===== src/rtl/pwr_stop_pkg.sv =====
package pwr_stop_pkg;

   typedef enum logic [1:0] {
      DEPTH_RSVD  = 2'b00,
      DEPTH_DEEP  = 2'b01,
      DEPTH_MED   = 2'b10,
      DEPTH_LIGHT = 2'b11
   } depth_e;

   typedef enum logic [2:0] {
      SEQ_RUN,
      SEQ_GATE,
      SEQ_STOP,
      SEQ_RESUME,
      SEQ_PORHOLD
   } seq_e;

   typedef enum logic [1:0] {
      DOM_ON,
      DOM_STBY,
      DOM_OFF
   } dom_e;

   localparam int NUM_DOM    = 8;
   localparam int DOM_CPU    = 0;
   localparam int DOM_RAM    = 1;
   localparam int DOM_FLASH  = 2;
   localparam int DOM_PORT   = 3;
   localparam int DOM_ADC    = 4;
   localparam int DOM_CMP    = 5;
   localparam int DOM_CLKGEN = 6;
   localparam int DOM_I2C    = 7;

   // Retention rule for one domain at one depth
   function automatic dom_e dom_rule(input depth_e d, input int idx,
                                     input logic adc_keep, input logic clk_keep);
      dom_e r;
      unique case (d)
         DEPTH_DEEP:  r = DOM_OFF;
         DEPTH_MED:   r = (idx == DOM_RAM) ? DOM_STBY : DOM_OFF;
         DEPTH_LIGHT: begin
            if (idx == DOM_ADC)         r = adc_keep ? DOM_ON : DOM_OFF;
            else if (idx == DOM_CLKGEN) r = clk_keep ? DOM_ON : DOM_OFF;
            else                        r = DOM_STBY;
         end
         default:     r = DOM_ON;
      endcase
      return r;
   endfunction

endpackage


===== src/rtl/pwr_wake_filter.sv =====
module pwr_wake_filter #(
   parameter int SYNC_STAGES = 2,
   parameter int QUAL        = 2
) (
   input  logic clk,
   input  logic rst_n,
   input  logic pin_n,
   output logic wake_o
);
   localparam int CW = $clog2(QUAL + 1);
   localparam logic [CW-1:0] QMAX = CW'(QUAL);

   if (SYNC_STAGES < 2) begin : g_bad_sync
      $error("pwr_wake_filter: SYNC_STAGES must be at least 2");
   end
   if (QUAL < 1) begin : g_bad_qual
      $error("pwr_wake_filter: QUAL must be at least 1");
   end

   logic [SYNC_STAGES-1:0] sq;
   logic [CW-1:0]          cnt;
   logic                   sync_low;

   assign sync_low = ~sq[SYNC_STAGES-1];

   always_ff @(posedge clk or negedge rst_n) begin
      if (!rst_n) begin
         sq  <= '1;
         cnt <= '0;
      end else begin
         sq <= {sq[SYNC_STAGES-2:0], pin_n};
         if (!sync_low)      cnt <= '0;
         else if (cnt != QMAX) cnt <= cnt + 1'b1;
      end
   end

   assign wake_o = sync_low && (cnt >= QMAX - 1'b1);


   glitch_reject_chk: assert property (@(posedge clk) disable iff (!rst_n)
      (wake_o && QUAL >= 2) |-> $past(sync_low));

endmodule


===== src/rtl/pwr_domain_map.sv =====
module pwr_domain_map
   import pwr_stop_pkg::*;
#(
   parameter int NDOM = NUM_DOM
) (
   input  logic            active_i,
   input  depth_e          depth_i,
   input  logic            adc_keep,
   input  logic            clk_keep,
   output logic [NDOM-1:0] pwr_o,
   output logic [NDOM-1:0] stby_o
);
   if (NDOM != NUM_DOM) begin : g_bad_ndom
      $error("pwr_domain_map: NDOM must match the domain list");
   end

   for (genvar i = 0; i < NDOM; i++) begin : g_dom
      dom_e s;
      assign s         = active_i ? dom_rule(depth_i, i, adc_keep, clk_keep) : DOM_ON;
      assign pwr_o[i]  = (s != DOM_OFF);
      assign stby_o[i] = (s == DOM_STBY);
   end

endmodule


===== src/rtl/pwr_stop_fsm.sv =====
module pwr_stop_fsm
   import pwr_stop_pkg::*;
(
   input  logic   clk,
   input  logic   rst_n,
   input  logic   stop_req,
   input  depth_e depth_i,
   input  logic   wake_i,
   input  logic   lv_below,
   input  logic   pdf_ack,
   output seq_e   state_o,
   output depth_e depth_o,
   output logic   pdf_o,
   output logic   done_o
);
   seq_e   state;
   depth_e depth_q;
   logic   pdf_q, done_q;
   logic   deep_wake;

   assign deep_wake = (state == SEQ_STOP) && wake_i && (depth_q == DEPTH_DEEP);

   always_ff @(posedge clk or negedge rst_n) begin
      if (!rst_n) begin
         state   <= SEQ_RUN;
         depth_q <= DEPTH_DEEP;
         pdf_q   <= 1'b0;
         done_q  <= 1'b0;
      end else begin
         done_q <= 1'b0;
         unique case (state)
            SEQ_RUN: if (stop_req && depth_i != DEPTH_RSVD) begin
               depth_q <= depth_i;
               state   <= SEQ_GATE;
            end
            SEQ_GATE: state <= SEQ_STOP;
            SEQ_STOP: if (wake_i)
               state <= (depth_q == DEPTH_DEEP) ? SEQ_PORHOLD : SEQ_RESUME;
            SEQ_RESUME: begin
               state  <= SEQ_RUN;
               done_q <= 1'b1;
            end
            SEQ_PORHOLD: if (!lv_below) begin
               state  <= SEQ_RUN;
               done_q <= 1'b1;
            end
            default: state <= SEQ_RUN;
         endcase
         if (deep_wake)    pdf_q <= 1'b1;
         else if (pdf_ack) pdf_q <= 1'b0;
      end
   end

   assign state_o = state;
   assign depth_o = depth_q;
   assign pdf_o   = pdf_q;
   assign done_o  = done_q;


   por_hold_chk: assert property (@(posedge clk) disable iff (!rst_n)
      (state == SEQ_PORHOLD && lv_below) |=> state == SEQ_PORHOLD);

   pdf_sticky_chk: assert property (@(posedge clk) disable iff (!rst_n)
      (pdf_q && !pdf_ack) |=> pdf_q);

   rsvd_ignore_chk: assert property (@(posedge clk) disable iff (!rst_n)
      (state == SEQ_RUN && stop_req && depth_i == DEPTH_RSVD) |=> state == SEQ_RUN);

   done_pulse_chk: assert property (@(posedge clk) disable iff (!rst_n)
      done_q |=> !done_q);

endmodule


===== src/rtl/pwr_stop_seq.sv =====
module pwr_stop_seq
   import pwr_stop_pkg::*;
#(
   parameter int SYNC_STAGES = 2,
   parameter int WAKE_QUAL   = 2,
   parameter int NDOM        = NUM_DOM
) (
   input  logic            clk,
   input  logic            rst_n,
   input  logic            stop_req,
   input  logic [1:0]      stop_depth,
   input  logic            adc_keep,
   input  logic            clkgen_keep,
   input  logic            dbg_en,
   input  logic            wake_pin_n,
   input  logic            wake_pull_cfg,
   input  logic            rti_en,
   input  logic            rti_evt,
   input  logic            lv_below,
   input  logic            pdf_ack,
   output logic            periph_clk_en,
   output logic            dbg_clk_en,
   output logic [NDOM-1:0] dom_pwr,
   output logic [NDOM-1:0] dom_stby,
   output logic            io_force_rst,
   output logic            por_rst,
   output logic            wake_pull_en,
   output logic            pdf,
   output logic            wake_done
);
   seq_e   state;
   depth_e depth_q;
   logic   pin_wake, wake_any;

   pwr_wake_filter #(.SYNC_STAGES(SYNC_STAGES), .QUAL(WAKE_QUAL)) u_filt (
      .clk(clk), .rst_n(rst_n), .pin_n(wake_pin_n), .wake_o(pin_wake));

   assign wake_any = pin_wake || (rti_en && rti_evt);

   pwr_stop_fsm u_fsm (
      .clk(clk), .rst_n(rst_n), .stop_req(stop_req),
      .depth_i(depth_e'(stop_depth)), .wake_i(wake_any),
      .lv_below(lv_below), .pdf_ack(pdf_ack),
      .state_o(state), .depth_o(depth_q), .pdf_o(pdf), .done_o(wake_done));

   pwr_domain_map #(.NDOM(NDOM)) u_map (
      .active_i(state == SEQ_STOP), .depth_i(depth_q),
      .adc_keep(adc_keep), .clk_keep(clkgen_keep),
      .pwr_o(dom_pwr), .stby_o(dom_stby));

   assign periph_clk_en = (state == SEQ_RUN);
   assign dbg_clk_en    = (state == SEQ_RUN) || dbg_en;
   assign io_force_rst  = ((state == SEQ_STOP) && depth_q == DEPTH_DEEP)
                        || (state == SEQ_PORHOLD);
   assign por_rst       = (state == SEQ_PORHOLD);
   assign wake_pull_en  = wake_pull_cfg;


   gate_before_power_chk: assert property (@(posedge clk) disable iff (!rst_n)
      $fell(periph_clk_en) |-> &dom_pwr);

   power_before_clk_chk: assert property (@(posedge clk) disable iff (!rst_n)
      $rose(periph_clk_en) |-> ($past(&dom_pwr) && !$past(|dom_stby)));

   por_domains_on_chk: assert property (@(posedge clk) disable iff (!rst_n)
      por_rst |-> (&dom_pwr && !periph_clk_en));

endmodule


===== config.mk =====
export PLATFORM = sky130hd
export DESIGN_NAME = pwr_stop_seq
export DESIGN_NICKNAME = d
export VERILOG_FILES = /design/src/rtl/pwr_stop_pkg.sv /design/src/rtl/pwr_wake_filter.sv /design/src/rtl/pwr_domain_map.sv /design/src/rtl/pwr_stop_fsm.sv /design/src/rtl/pwr_stop_seq.sv
export SDC_FILE = /design/constraint.sdc
export NUM_CORES = 1
export LEC_CHECK = 0
export BUFFER_PORTS_ARGS = -buffer_cell sky130_fd_sc_hd__buf_2
export CAP_MARGIN = 20
export CORE_UTILIZATION = 43
export CTS_CLUSTER_SIZE = 20
export DETAILED_ROUTE_END_ITERATION = 10
export PLACE_DENSITY = 0.84
export SLEW_MARGIN = 15
export SYNTH_ARGS = -nofsm -noshare
export SYNTH_HDL_FRONTEND = slang
export SYNTH_SLANG_ARGS = --single-unit

===== constraint.sdc =====
create_clock -name clk -period 2.4 [get_ports clk]
set_clock_uncertainty 0.1 [all_clocks]
set_input_delay 0.48 -clock clk [delete_from_list [all_inputs] [get_ports clk]]
set_output_delay 0.48 -clock clk [all_outputs]
set_load 0.02 [all_outputs]

==> results of run 1 <==
-- metrics by stage --
| stage | hold WS (ns) | utilization | instances |
|---|---|---|---|
| floorplan | 0.0844 | - | 75 |
| global placement | 0.247 | 0.532 | 111 |
| detailed placement | 0.248 | 0.532 | 111 |
| CTS | 0.204 | 0.556 | 116 |
| global route | 0.198 | 0.560 | 116 |
| finish | 0.216 | 0.560 | 116 |
-- worst reg2reg max path, stage by stage, from the launching register on --
cell	delay, ns
dfrtp_1	0.43
or3b_1	0.53
o221a_1	0.31
-- state kept, by name, indices dropped and copies added (netlist names) --
name / flops
u_fsm.pdf_o: 1
u_filt.sq: 2
u_fsm.done_o: 1
u_fsm.state_o: 3
u_fsm.depth_o: 2
u_filt.cnt: 2
-- logic make-up after synthesis --
kind of cell,Yosys count,share of synthesized area
mux,1,0.0140
flops,11,0.390
simple gates,24,0.199
fa+ha+maj,6,0.105
buf+inv,18,0.163
xor+xnor,1,0.0122
compound gates,12,0.112
other cells,1,0.00524
-- placed cells by master (no fill, tap or decap) --
cell / instances
nand3b_1: 2
nand3_1: 3
o221a_1: 1
o211ai_1: 1
o211a_1: 1
buf_2: 32
nor4_2: 1
nor2b_1: 2
clkbuf_1: 1
dlygate4sd3_1: 1
a21o_1: 1
nor2_2: 1
nor2_1: 5
o21ai_0: 6
mux2i_1: 1
nand2_1: 4
or2_2: 1
dfrtp_1: 8
nor3b_1: 2
or3b_1: 1
nor3b_4: 1
a21oi_1: 1
xor2_1: 1
inv_1: 6
ha_1: 6
conb_1: 2
clkbuf_4: 3
dfstp_2: 3
nor3_2: 1
o2bb2ai_1: 1
-- final cells by class --
class	instances	area, um^2	share of cell area
multi-input cells	46	335	0.393
flip-flops and latches	11	279	0.327
repair buffers	33	170	0.199
clock buffers	4	26.3	0.0308
inverters	6	22.5	0.0264
well taps	16	20.0	0.0235
-- layer usage --
layer / GRT usage / vias up / share of wire
met5: 0 / - / 0
met4: 0.0938 / 0 / 0.0096
met3: 0.0426 / 2 / 0.076
met2: 0.264 / 27 / 0.52
met1: 0.169 / 269 / 0.40
li1: - / 289 / -
-- power by group --
part           leakage [uW]  internal (uW)  total, uW  switching [uW]
Sequential         0.000135            256        312            56.4
Combinational      0.000303            241        645             405
Clock             0.0000150           64.2        120            55.7
Total              0.000454            560       1080             517
-- timing repair --
item / in CTS / in global routing
setup endpoints to repair: 0 / 2
hold buffers: 1 / 0
endpoints found under the hold margin: 8 / 0
gates resized for setup: 0 / 1
-- worst min path at each step --
stage	from	endpoint	slack (ns)	cells after the start
after floorplan	rst_n	u_filt.cnt[0]$_DFFE_PN0P_	0.08	0
after global placement	u_filt.sq[0]$_DFF_PN1_	u_filt.sq[1]$_DFF_PN1_	0.25	0
after detailed placement	u_filt.sq[0]$_DFF_PN1_	u_filt.sq[1]$_DFF_PN1_	0.25	0
after CTS	wake_pin_n	u_filt.sq[0]$_DFF_PN1_	0.20	1
after global routing	wake_pin_n	u_filt.sq[0]$_DFF_PN1_	0.20	1
final	wake_pin_n	u_filt.sq[0]$_DFF_PN1_	0.22	1
==> flow_summary.json, run 1 <==
{
  "peakVddDrop_mv": 0.569,
  "clock_sinks": 11,
  "outcome": "complete, no violations",
  "syn2layout_area_growth_pct": 19.2,
  "ys_seq_area_frac": 0.390,
  "ant_nets": 0,
  "clock_path_buffers": 2,
  "core_region_area_mm2": 0.00152,
  "grt_pass1_vias": 501,
  "synth.most_common_cell": "buf_4",
  "antenna_found_initial": 0,
  "drive_gt1_frac": 0.430,
  "async_flop_share": 1.00,
  "n_fill_cell": 151,
  "hold_viol_final": 0,
  "power_density_mw_per_mm2": 1260,
  "report.final.slew_viol_count": 0,
  "worst_ep_required_time_ns": 1.82,
  "critPathCapture": "dom_stby[5]",
  "rr_endpoint": "u_fsm.state_o[0]$_DFFE_PN0P_",
  "gr-total-overflow": 0,
  "place_congestion": 0.692,
  "rsz0062_at_grt": "no",
  "start_util": 0.470,
  "drv_cap": 0,
  "postSynthAreaPerCell_um2": 9.67,
  "vias": 587,
  "postCtsSetupBuffers": 0,
  "ys_seq_elements": 11,
  "numCtsBuffers": 3,
  "fin_ws_ns": 0.126,
  "die_y_um": 42.8,
  "timing.final.crit_share": 0.948,
  "dieArea_mm2": 0.00183,
  "cp-start-kind": "flip-flop",
  "yosysTopAreaCell": "dfrtp_1",
  "dp_slack_ns": 0.375,
  "end_kind": "primary output",
  "ys_types": 27,
  "crit_path_cell_trace": "or3b_1 -> nor3b_4 -> buf_2",
  "fin_crit_ns": 2.27,
  "path_depth": 3,
  "synth_common_cells": "buf_4, dfrtp_1, ha_1, inv_1, o21ai_0",
  "place_area_um2": 811,
  "dp_hpwl_um": 1060,
  "final_nets": 121,
  "power_uw": 1080,
  "cts_tree": "built",
  "hp-class": "in -> reg",
  "synth_warnings": 0,
  "synth.top_cell.area_share": 0.280,
  "crit_type": "reg -> out",
  "die_x_um": 42.8,
  "grtUsageTotal": 0.155,
  "critPathMaxFanout": 6,
  "critPathSlowestCell": "or3b_1",
  "slowest_delay_ns": 0.53,
  "synth_flop_cell": "dfrtp_1",
  "cp_num_buf_inv": 1,
  "drc": 0,
  "r2r_start": "u_fsm.state_o[2]$_DFFE_PN0P_",
  "cp_data_arrival_time_ns": 1.69,
  "synthesis.area_um2": 716,
  "fin_setup_tns_ns": 0,
  "h-tree-depth": 1,
  "leakage_uw": 0.000454,
  "yosys-top-cells-area": "dfrtp_1, buf_4, dfstp_2",
  "clkTransAtPathRegs_ns": 0.07,
  "insertion_delay_ns": 0.26,
  "ios": 37,
  "cts_root_buf": "clkbuf_4",
  "grt_max_degree": 12,
  "drt-pass1-iter-count": 3,
  "grt_pass1_wl_um": 2100,
  "io_buffer_count": 32,
  "rows": 14,
  "worstRegToRegCells": 2,
  "wl_per_cell_um": 10.8,
  "design_area_um2": 853,
  "worstSetupStartpoint": "u_fsm.state_o[2]$_DFFE_PN0P_",
  "crit_family": "simple AND/OR/NAND/NOR gates",
  "max_freq_ghz": 0.440,
  "vias_per_cell": 5.06,
  "wl_um": 1260,
  "setup_viol": 0,
  "synth-edff-count": 0,
  "rrSetupSlack_ns": 0.91,
  "drt-initial-drc-count": 5,
  "antenna-diode-count": 0,
  "postSynthCellCount": 74
}
Power figures use the tool's default switching activity.
==> inputs of run 2 (changes only) <==
Settings changed: SETUP_SLACK_MARGIN set to 0.15.
==> flow_summary.json, run 2 (same netlist as run 1, synthesis figures left out) <==
{
  "ant_nets": 0,
  "holdCritStartpoint": "wake_pin_n",
  "fin_setup_tns_ns": 0,
  "numCtsBuffers": 3,
  "h-tree-depth": 1,
  "report.final.slew_viol_count": 0,
  "wl_per_cell_um": 11.3,
  "dp_hpwl_um": 1060,
  "antenna-diode-count": 0,
  "clock_sinks": 11,
  "core_region_area_mm2": 0.00152,
  "fin_crit_ns": 2.23,
  "cts_tree": "built",
  "critPathMaxFanout": 6,
  "largest_register_ffs": 3,
  "setup_viol": 0,
  "wl_um": 1350,
  "timing.final.crit_share": 0.929,
  "r2r_start": "u_fsm.state_o[2]$_DFFE_PN0P_",
  "final_nets": 124,
  "gr-total-overflow": 0,
  "power_uw": 1180,
  "crit_path_cell_trace": "or3b_4 -> nor3b_4 -> buf_4",
  "grt_use_met3": 0.0426,
  "dieArea_mm2": 0.00183,
  "place_congestion": 0.692,
  "worst_ep_required_time_ns": 1.82,
  "rows": 14,
  "crit_type": "reg -> out",
  "grt_util_met1": 0.172,
  "grtUsageTotal": 0.163,
  "insertion_delay_ns": 0.26,
  "critPathSlowestCell": "or3b_4",
  "end_kind": "primary output",
  "ios": 37,
  "outcome": "complete, no violations",
  "io_buffer_count": 32,
  "crit_family": "simple AND/OR/NAND/NOR gates",
  "slowest_delay_ns": 0.45,
  "die_x_um": 42.8,
  "clkTransAtPathRegs_ns": 0.07,
  "rsz0062_at_grt": "yes",
  "antenna_found_initial": 0,
  "cp-start-kind": "flip-flop",
  "top_usage_layer": "met2",
  "vias_per_cell": 5.04,
  "grt_pass1_wl_um": 2210,
  "cts_root_buf": "clkbuf_4",
  "hp-class": "in -> reg",
  "drc": 0,
  "power_density_mw_per_mm2": 1280,
  "syn2layout_area_growth_pct": 29.0,
  "worstSetupStartpoint": "u_fsm.state_o[0]$_DFFE_PN0P_",
  "start_util": 0.470,
  "layout_commonest_cell": "buf_2",
  "drt-pass1-iter-count": 1,
  "clock_path_buffers": 2,
  "leakage_uw": 0.000470,
  "met2_usage": 0.288,
  "finish.utilization": 0.606,
  "grt_pass1_vias": 514,
  "max_freq_ghz": 0.449,
  "die_y_um": 42.8,
  "cp_data_arrival_time_ns": 1.65,
  "grt_max_degree": 12,
  "drv_cap": 0,
  "drt-initial-drc-count": 0,
  "dp_cells": 111,
  "vias": 600,
  "peakVddDrop_mv": 0.579,
  "layout_common_cells": "buf_2, o21ai_0",
  "drive_gt1_frac": 0.515,
  "fin_cells": 119,
  "hold_viol_final": 0,
  "cp_num_buf_inv": 1
}
## run 2: path summary, 6_finish.rpt
check                                                    end  slack, ns  cells after the start
max in group asynchronous       u_fsm.depth_o[0]$_DFFE_PN1P_       1.43                      2
worst max register to register  u_fsm.state_o[0]$_DFFE_PN0P_       0.94                      4
worst min register to register        u_filt.sq[1]$_DFF_PN1_       0.26                      0
worst max-delay path                             dom_stby[2]       0.17                      3
worst min-delay path                  u_filt.sq[0]$_DFF_PN1_       0.22                      1
min in group asynchronous            u_fsm.pdf_o$_DFFE_PN0P_       0.51                      2
## run 2: where the power goes
part           total (uW)  leakage (uW)  internal [uW]  switching (uW)
Combinational         757      0.000324            312             444
Sequential            301      0.000131            259            42.2
Clock                 120     0.0000150           64.2            55.8
Total                1180      0.000470            636             542
## run 2: metrics by stage
stage / hold WS, ns / instance area, um^2 / worst slack, ns
floorplan: 0.0844 / 724 / 0.201
global placement: 0.247 / 811 / 0.430
detailed placement: 0.248 / 811 / 0.375
CTS: 0.204 / 881 / 0.192
global route: 0.198 / 923 / 0.114
finish: 0.216 / 923 / 0.171
## run 2: timing repair
action                                 4_1_cts  5_1_grt
setup buffers                                0        3
resized for setup                            8        8
setup endpoints to repair                    5       10
hold buffers                                 1        0
pin swaps                                    1        2
endpoints found under the hold margin        8        0
## run 2: layout make-up
class | count | area, um^2
fill | 135 | 601
multi-input combinational | 46 | 355
sequential | 11 | 283
timing repair buffer | 36 | 216
clock buffer | 4 | 26.3
inverter | 6 | 22.5
tap | 16 | 20.0
## run 2: worst register-to-register path, stage by stage, from the launching register on
cell and delay, ns:
dfrtp_2 0.41, buf_4 0.15, nor3_2 0.30, o211a_1 0.24, o221a_1 0.19
## run 2: routing by layer
metal / share of wire / wire [um]
met3: 0.068 / 92
met1: 0.38 / 515
met2: 0.54 / 726
met5: 0 / 0
met4: 0.0089 / 12
